[config.mk]
export PLATFORM = sky130hd
export DESIGN_NAME = rpair_alu
export DESIGN_NICKNAME = d
export VERILOG_FILES = /design/src/rtl/rpair_pkg.sv /design/src/rtl/rpair_timer.sv /design/src/rtl/rpair_calc.sv /design/src/rtl/rpair_alu.sv
export SDC_FILE = /design/constraint.sdc
export NUM_CORES = 1
export LEC_CHECK = 0
export BUFFER_PORTS_ARGS = -buffer_cell sky130_fd_sc_hd__buf_2
export CAP_MARGIN = 20
export CORE_ASPECT_RATIO = 1.1
export CORE_MARGIN = 3
export CORE_UTILIZATION = 30
export DETAILED_ROUTE_END_ITERATION = 8
export SYNTH_ARGS = -nofsm -noshare
export SYNTH_HDL_FRONTEND = slang
export SYNTH_SLANG_ARGS = --single-unit
[constraint.sdc]
create_clock -name clk_i -period 3.77 [get_ports clk_i]
set_clock_uncertainty 0.1 [all_clocks]
set_input_delay 0.754 -clock clk_i [delete_from_list [all_inputs] [get_ports clk_i]]
set_output_delay 0.754 -clock clk_i [all_outputs]
set_load 0.02 [all_outputs]
[src/rtl/rpair_pkg.sv]
package rpair_pkg;

    typedef enum logic [1:0] {
        OP_INC  = 2'b00,
        OP_DEC  = 2'b01,
        OP_ADD  = 2'b10,
        OP_NONE = 2'b11
    } rp_op_e;

endpackage

[src/rtl/rpair_timer.sv]
// Operation sequencer: latches the request and counts processor states.
module rpair_timer
    import rpair_pkg::*;
#(
    parameter int SEL_W  = 2,
    parameter int ST_EXT = 6,
    parameter int ST_LEG = 5,
    parameter int ST_ADD = 10
) (
    input  logic             clk_i,
    input  logic             rst_ni,
    input  logic             start_i,
    input  logic [1:0]       op_i,
    input  logic [SEL_W-1:0] sel_i,
    input  logic             legacy_i,
    output logic             busy_o,
    output logic             done_o,
    output logic             fin_o,
    output rp_op_e           op_o,
    output logic [SEL_W-1:0] sel_o
);

    localparam int MAX_ST = (ST_ADD > ST_EXT) ? ((ST_ADD > ST_LEG) ? ST_ADD : ST_LEG)
                                              : ((ST_EXT > ST_LEG) ? ST_EXT : ST_LEG);
    localparam int CNT_W  = $clog2(MAX_ST + 1);

    typedef struct packed {
        logic             busy;
        logic             done;
        logic [CNT_W-1:0] cnt;
        rp_op_e           op;
        logic [SEL_W-1:0] sel;
    } tmr_st_t;

    tmr_st_t st_d, st_q;
    rp_op_e  op_req;
    int      n_states;

    assign op_req = rp_op_e'(op_i);
    assign fin_o  = st_q.busy && (st_q.cnt == '0);

    always_comb begin
        if (op_req == OP_ADD)  n_states = ST_ADD;
        else if (legacy_i)     n_states = ST_LEG;
        else                   n_states = ST_EXT;
    end

    always_comb begin
        st_d      = st_q;
        st_d.done = 1'b0;
        if (st_q.busy) begin
            if (st_q.cnt == '0) begin
                st_d.busy = 1'b0;
                st_d.done = 1'b1;
            end else begin
                st_d.cnt = st_q.cnt - 1'b1;
            end
        end else if (start_i && (op_req != OP_NONE)) begin
            st_d.busy = 1'b1;
            st_d.op   = op_req;
            st_d.sel  = sel_i;
            st_d.cnt  = CNT_W'(n_states - 1);
        end
    end

    always_ff @(posedge clk_i or negedge rst_ni) begin
        if (!rst_ni) begin
            st_q <= '{busy: 1'b0, done: 1'b0, cnt: '0, op: OP_NONE, sel: '0};
        end else begin
            st_q <= st_d;
        end
    end

    assign busy_o = st_q.busy;
    assign done_o = st_q.done;
    assign op_o   = st_q.op;
    assign sel_o  = st_q.sel;

endmodule

[src/rtl/rpair_calc.sv]
// 16-bit datapath: increment, decrement or add with carry out.
module rpair_calc
    import rpair_pkg::*;
#(
    parameter int WORD_W = 16
) (
    input  rp_op_e            op_i,
    input  logic [WORD_W-1:0] opnd_i,
    input  logic [WORD_W-1:0] hl_i,
    output logic [WORD_W-1:0] res_o,
    output logic              cy_o
);

    logic [WORD_W:0] sum;

    always_comb begin
        unique case (op_i)
            OP_INC:  sum = {1'b0, opnd_i} + (WORD_W+1)'(1);
            OP_DEC:  sum = {1'b0, opnd_i} - (WORD_W+1)'(1);
            OP_ADD:  sum = {1'b0, opnd_i} + {1'b0, hl_i};
            default: sum = {1'b0, opnd_i};
        endcase
    end

    assign res_o = sum[WORD_W-1:0];
    assign cy_o  = sum[WORD_W];

endmodule

[src/rtl/rpair_alu.sv]
// Register pair file with sequenced 16-bit arithmetic.
module rpair_alu
    import rpair_pkg::*;
#(
    parameter int WORD_W = 16,
    parameter int SEL_W  = 2,
    parameter int ST_EXT = 6,
    parameter int ST_LEG = 5,
    parameter int ST_ADD = 10,
    localparam int NPAIR = 1 << SEL_W
) (
    input  logic                    clk_i,
    input  logic                    rst_ni,
    input  logic                    start_i,
    input  logic [1:0]              op_i,
    input  logic [SEL_W-1:0]        sel_i,
    input  logic                    legacy_i,
    input  logic                    ld_en_i,
    input  logic [SEL_W-1:0]        ld_sel_i,
    input  logic [WORD_W-1:0]       ld_val_i,
    output logic                    busy_o,
    output logic                    done_o,
    output logic [NPAIR*WORD_W-1:0] pairs_o,
    output logic                    carry_o
);

    localparam logic [SEL_W-1:0] HL_SEL = SEL_W'(2);

    typedef struct packed {
        logic [NPAIR-1:0][WORD_W-1:0] pr;
        logic                         cy;
    } rf_t;

    rf_t               rf_d, rf_q;
    logic              fin_w;
    rp_op_e            op_q_w;
    logic [SEL_W-1:0]  sel_q_w;
    logic [SEL_W-1:0]  tgt_sel;
    logic [WORD_W-1:0] opnd, res;
    logic              cy_new, ld_ok;
    logic [WORD_W-1:0] pair_nx [NPAIR];

    rpair_timer #(
        .SEL_W (SEL_W),
        .ST_EXT(ST_EXT),
        .ST_LEG(ST_LEG),
        .ST_ADD(ST_ADD)
    ) u_tmr (
        .clk_i   (clk_i),
        .rst_ni  (rst_ni),
        .start_i (start_i),
        .op_i    (op_i),
        .sel_i   (sel_i),
        .legacy_i(legacy_i),
        .busy_o  (busy_o),
        .done_o  (done_o),
        .fin_o   (fin_w),
        .op_o    (op_q_w),
        .sel_o   (sel_q_w)
    );

    assign opnd    = rf_q.pr[sel_q_w];
    assign tgt_sel = (op_q_w == OP_ADD) ? HL_SEL : sel_q_w;
    assign ld_ok   = ld_en_i && !busy_o;

    rpair_calc #(.WORD_W(WORD_W)) u_calc (
        .op_i  (op_q_w),
        .opnd_i(opnd),
        .hl_i  (rf_q.pr[HL_SEL]),
        .res_o (res),
        .cy_o  (cy_new)
    );

    for (genvar g = 0; g < NPAIR; g++) begin : g_pair
        assign pair_nx[g] = (fin_w && (tgt_sel == SEL_W'(g))) ? res :
                            (ld_ok && (ld_sel_i == SEL_W'(g))) ? ld_val_i :
                            rf_q.pr[g];
    end

    always_comb begin
        rf_d = rf_q;
        for (int i = 0; i < NPAIR; i++) begin
            rf_d.pr[i] = pair_nx[i];
        end
        if (fin_w && (op_q_w == OP_ADD)) begin
            rf_d.cy = cy_new;
        end
    end

    always_ff @(posedge clk_i or negedge rst_ni) begin
        if (!rst_ni) begin
            rf_q <= '0;
        end else begin
            rf_q <= rf_d;
        end
    end

    assign pairs_o = rf_q.pr;
    assign carry_o = rf_q.cy;

endmodule

* Word level (Yosys, flattened, before mapping) *
Index checks and enable logic that the tools add are counted.

word-level totals
  flip-flop bits (word level) = 75
  input bits = 27
  output and inout bits = 67

operators by class
  mux-type cells = 21
  add/subtract/negate cells = 5
  order comparisons = 1
  eq/ne operators = 11
  bitwise logic cells = 1
  reductions and logical operators = 24

operator list
  operator                 number
  $mux W16                 9
  $pmux W17 S3             1
  $bmux W16 S2             1
  $add A16 B1 Y17 const B  1
  $add A16 B16 Y17         1
  $sub A16 B1 Y17 const B  1
  $eq A2 B2 Y1 const B     6
  $logic_and A1 B1 Y1      12
  $mux W4                  3
  $reduce_bool A2 Y1       5
  $mux W8                  1
  $sub A4 B1 Y4 const B    2
  $eq A2 B1 Y1 const B     3
  $logic_not A2 Y1         3
  $mux W2                  3
  $logic_not A4 Y1         1
  $ne A2 B2 Y1 const B     2
  $reduce_and A2 Y1        2
  $lt A2 B3 Y1 const B     1
  $mux W1                  3
  $logic_not A1 Y1         1
  $not A1 Y1               1

* Depth between registers and ports, before layout *
  depth in word-level cells = 5
  depth in mapped cells = 14

* Cells and area by module *
From an unflattened synthesis, not the netlist that was laid out.

second synthesis, totals
  cell total of the unflattened synthesis = 479
  area, all modules = 5699.2 um2

modules (own cells, without submodules)
  module       instances  sequential area each (um2)  cells an instance  area each (um2)
  rpair_alu    1          1626.6                      237                3876.2
  rpair_calc   1          0.0                         183                1217.4
  rpair_timer  1          252.7                       59                 605.6

* Worst setup path before layout *
OpenSTA, ideal clock, no wires.

  path kind = register to register
  from = register u_tmr.st_q, in the netlist u_tmr.op_o[0]
  to = register rf_q, in the netlist pairs_o[63]
  data required time = 3.544 ns
  arrival = 2.977 ns
  cell stages (with the launch flop) = 13
  library setup time = 0.126 ns
  setup slack = 0.567 ns
  path through = dfstp_2 inv_1 ha_1 clkbuf_1 clkbuf_1 nor2_1 ha_1 a21o_1 o21bai_1 a221oi_2 o41ai_2 xor2_1 a221o_1

between the ends
  longest elaborated chain between the ends = 5
  elaborated cells on any way between the ends = 9
  those cells by class = 3 x eq/ne; 3 x mux; 3 x reduce/logical

ends and longest elaborated chain
  element                                                line                               text
  from (decl)                                            rpair_timer.sv:35                  tmr_st_t st_d, st_q;
  from (signal assigned)                                 rpair_timer.sv:68                  st_q <= '{busy: 1'b0, done: 1'b0, cnt: '0, op: OP_NONE, sel: '0};
  from (signal assigned)                                 rpair_timer.sv:70                  st_q <= st_d;
  $eq A2 B2 Y1                                           rpair_calc.sv:17, rpair_alu.sv:63
  $mux W2                                                rpair_alu.sv:63                    assign tgt_sel = (op_q_w == OP_ADD) ? HL_SEL : sel_q_w;
  $eq A2 B2 Y1                                           rpair_alu.sv:75                    assign pair_nx[g] = (fin_w && (tgt_sel == SEL_W'(g))) ? res :
  $logic_and A1 B1 Y1                                    rpair_alu.sv:75
  $mux W16 / $reduce_bool A2 Y1 (equally long branches)  -
  to (signal assigned)                                   rpair_alu.sv:94                    rf_q <= rf_d;
  to (decl)                                              rpair_alu.sv:34                    rf_t rf_d, rf_q;

Several ways; a longest one is shown, not always the timed one.
A chain may end at the register's enable or synchronous reset.

* Worst setup path after layout *
  from = register u_tmr.st_q, in the netlist u_tmr.op_o[0]
  to = register rf_q, in the netlist pairs_o[28]

between the ends
  longest elaborated chain between the ends = 5
  elaborated cells on any way between the ends = 9
  those cells by class = 3 x eq/ne; 3 x mux; 3 x reduce/logical

ends and longest elaborated chain
  element                                                line
  $eq A2 B2 Y1                                           rpair_calc.sv:17, rpair_alu.sv:63
  $mux W2                                                rpair_alu.sv:63
  $eq A2 B1 Y1                                           rpair_alu.sv:75
  $logic_and A1 B1 Y1                                    rpair_alu.sv:75
  $mux W16 / $reduce_bool A2 Y1 (equally long branches)  -

Several ways; a longest one is shown, not always the timed one.

==> results.toml <==
[routing]
wl_per_cell_um = 19.97
vias_per_cell = 5.421
dr.pass1.iters = 5
wl_mm = 17.28
drt_iter0_drc = 358
ant_nets = 0
drc = 0
vias = 4689

[clock_network]
cts_made_buffers = 9
ctsHoldBuffers = 0
clock_tree.root_cell = "clkbuf_16"
clk-insertion-delay-late_ns = 0.34
htreeDepth = 3
cts_tree = "built"
clockBufferDepth = 2
clkTransAtPathRegs_ns = 0.06
cts_setup_buffers = 0
ctsResizeCount = 0
clock-sinks = 75

[critical_path]
worstPathArrival_ns = 3.54
start_kind = "flip-flop"
critPathSlowestCell = "dfstp_2"
worstPathMaxFanout = 8
crit_type = "reg2reg"
crit_chain = "inv_1 -> ha_1 -> a211o_1 -> ha_1 -> inv_1 -> fa_1 -> nor2b_1 -> o31a_1 -> o21ai_2 -> and4_1 -> nor4_1 -> o21ai_0"
required_ns = 3.87
reg2reg_from = "u_tmr.op_o[0]$_DFFE_PN1P_"
max_stage_delay_ns = 0.57
critPathLaunch = "u_tmr.op_o[0]$_DFFE_PN1P_"
critPathCaptureType = "flip-flop"

[die]
num_rows = 50
die_y_um = 145.3
die_w_um = 132.6
start_util_pct = 30.85
num_io_pins = 94
core_sq_um = 17140
dieArea_sq_um = 19260

[layout]
drive_gt1_share_pct = 27.89
area_growth_pct = 18.97
layout.nets = 676
antenna_cells = 0

[yosys]
seq_area_frac_synth_pct = 35.53
async_reset_ff_share_pct = 100.0
synth_seq_cells = 75
ys_warn_count = 0
synthesis.area_sq_um = 5289
synth_edf_count = 0
synth_flop_cell = "dfrtp_1"
syn_nets = 590
synth_cells = 540
ys_types = 68
avgSynthCellArea_sq_um = 9.794

[global_routing]
antenna_found_initial = 0
grt_overflow = 0
grt_pass1_wl_mm = 27.00
grt_max_degree = 76
grt_pass1_vias = 4696
grt_usage_pct = 17.82

[sta]
setup_tns_ns = 0
setup-violations-final = 0
rsz0062_at_grt = "false"
hold_viol = 0
period_needed_ns = 3.439
finalCritPeriodShare_pct = 91.23
max_freq_mhz = 290.8
timing.slew.headroom_pct = 29.41
slew_violations = 0
worst_pin_slew_ns = 1.055

[placement]
port-buffer-count = 93
gp_congestion = 0.9020
hpwl_mm = 12.50

[hold_path]
hp-class = "reg2reg"
hold_start = "carry_o$_DFFE_PN0P_"

[outcome]
status = "finished clean"

[job]
cap_violations = 0
-- synthesized netlist by cell type, types with 5 or more instances --
master / count / share of area (%)
a21o_1: 8 / 1.1
a21oi_1: 44 / 4.2
a22oi_1: 20 / 2.8
buf_2: 10 / 0.95
buf_4: 6 / 0.85
clkbuf_1: 15 / 1.1
dfrtp_1: 73 / 35
ha_1: 22 / 5.2
inv_1: 12 / 0.85
mux2_2: 16 / 3.4
mux2i_1: 34 / 6.4
mux4_2: 16 / 6.8
nand2_1: 52 / 3.7
nand2b_1: 8 / 0.95
nor2_1: 43 / 3.1
nor2b_1: 6 / 0.71
o21a_1: 6 / 0.85
o21ai_0: 42 / 4.0
o21ai_1: 6 / 0.57
o31ai_1: 5 / 0.71
xnor2_1: 9 / 1.5
xor2_1: 6 / 0.99
-- flip-flops by register name (all words and copies together), names as in the netlist --
register / flops
carry_o: 1
pairs_o: 64
u_tmr.busy_o: 1
u_tmr.done_o: 1
u_tmr.op_o: 2
u_tmr.sel_o: 2
u_tmr.st_q: 4
-- final cells by class --
cell class,count,area [sq um]
fill,1813,10850
multi-input combinational,417,3167
sequential,75,1879
timing repair buffer,111,615.6
tap,234,292.8
clock buffer,15,287.8
inverter,12,45.04
clock inverter,1,5.005
-- layer usage --
layer  wire, um  GRT usage (%)
met2       8569          30.31
met3        863          3.121
met5          0              0
met1       7256          22.15
met4        588          7.640
-- kinds of logic after synthesis --
| kind of cell | Yosys count | synth area share, % |
|---|---|---|
| adder cells (fa/ha/maj) | 23 | 5.583 |
| AND/OR/NAND/NOR | 142 | 13.70 |
| XOR/XNOR | 15 | 2.484 |
| flip-flops | 75 | 35.53 |
| buffers and inverters | 48 | 4.660 |
| multiplexers | 66 | 16.65 |
| AO/OA/AOI/OAI | 171 | 21.39 |
-- through the flow --
| stage | setup WS, ns | instances | instance area, sq um | util (%) | hold slack (ns) |
|---|---|---|---|---|---|
| 4_1_cts | 0.3538 | 865 | 6292 | 36.71 | 0.4325 |
| 3_5_place_dp | 0.3574 | 849 | 6000 | 35.00 | 0.4195 |
| 5_1_grt | 0.1114 | 865 | 6292 | 36.71 | 0.4533 |
| 6_report | 0.3307 | 865 | 6292 | 36.71 | 0.4168 |
| 2_1_floorplan | 0.5671 | 540 | 5289 | - | 0.3584 |
| 3_3_place_gp | 0.4304 | 849 | 6000 | 35.00 | 0.4183 |
-- layout by cell type (no fill, tap or decap), types with 8 or more instances in the layout --
| cell | netlist | final |
|---|---|---|
| nand2b_1 | 8 | 8 |
| dfrtp_1 | 73 | 73 |
| xnor2_1 | 9 | 9 |
| a21o_1 | 8 | 8 |
| a21oi_1 | 44 | 44 |
| ha_1 | 22 | 22 |
| mux4_2 | 16 | 16 |
| nand2_1 | 52 | 52 |
| buf_4 | 6 | 18 |
| inv_1 | 12 | 12 |
| a22oi_1 | 20 | 20 |
| clkbuf_16 | 0 | 9 |
| mux2_2 | 16 | 16 |
| o21ai_0 | 42 | 42 |
| buf_2 | 10 | 92 |
| nor2_1 | 43 | 43 |
| mux2i_1 | 34 | 34 |
-- worst max-delay path, delay by kind of cell (launching register included) --
family,cells,cell delay (ns)
fa+ha+maj,3,1.00
compound gates,4,0.68
flops,1,0.57
buf+inv,2,0.12
simple gates,3,0.82
-- final timing paths --
kind | to | slack [ns] | cells after the start
max in group asynchronous | pairs_o[58]$_DFFE_PN0P_ | 2.43 | 1
min in group asynchronous | pairs_o[14]$_DFFE_PN0P_ | 0.43 | 1
hold / removal | carry_o$_DFFE_PN0P_ | 0.42 | 2
hold reg to reg | carry_o$_DFFE_PN0P_ | 0.42 | 2
setup / recovery | pairs_o[28]$_DFFE_PN0P_ | 0.33 | 12
setup reg to reg | pairs_o[28]$_DFFE_PN0P_ | 0.33 | 12
Power is left out: the tool's default activity adds up to more than one toggle a clock period on the data nets, which glitch-free logic cannot reach.
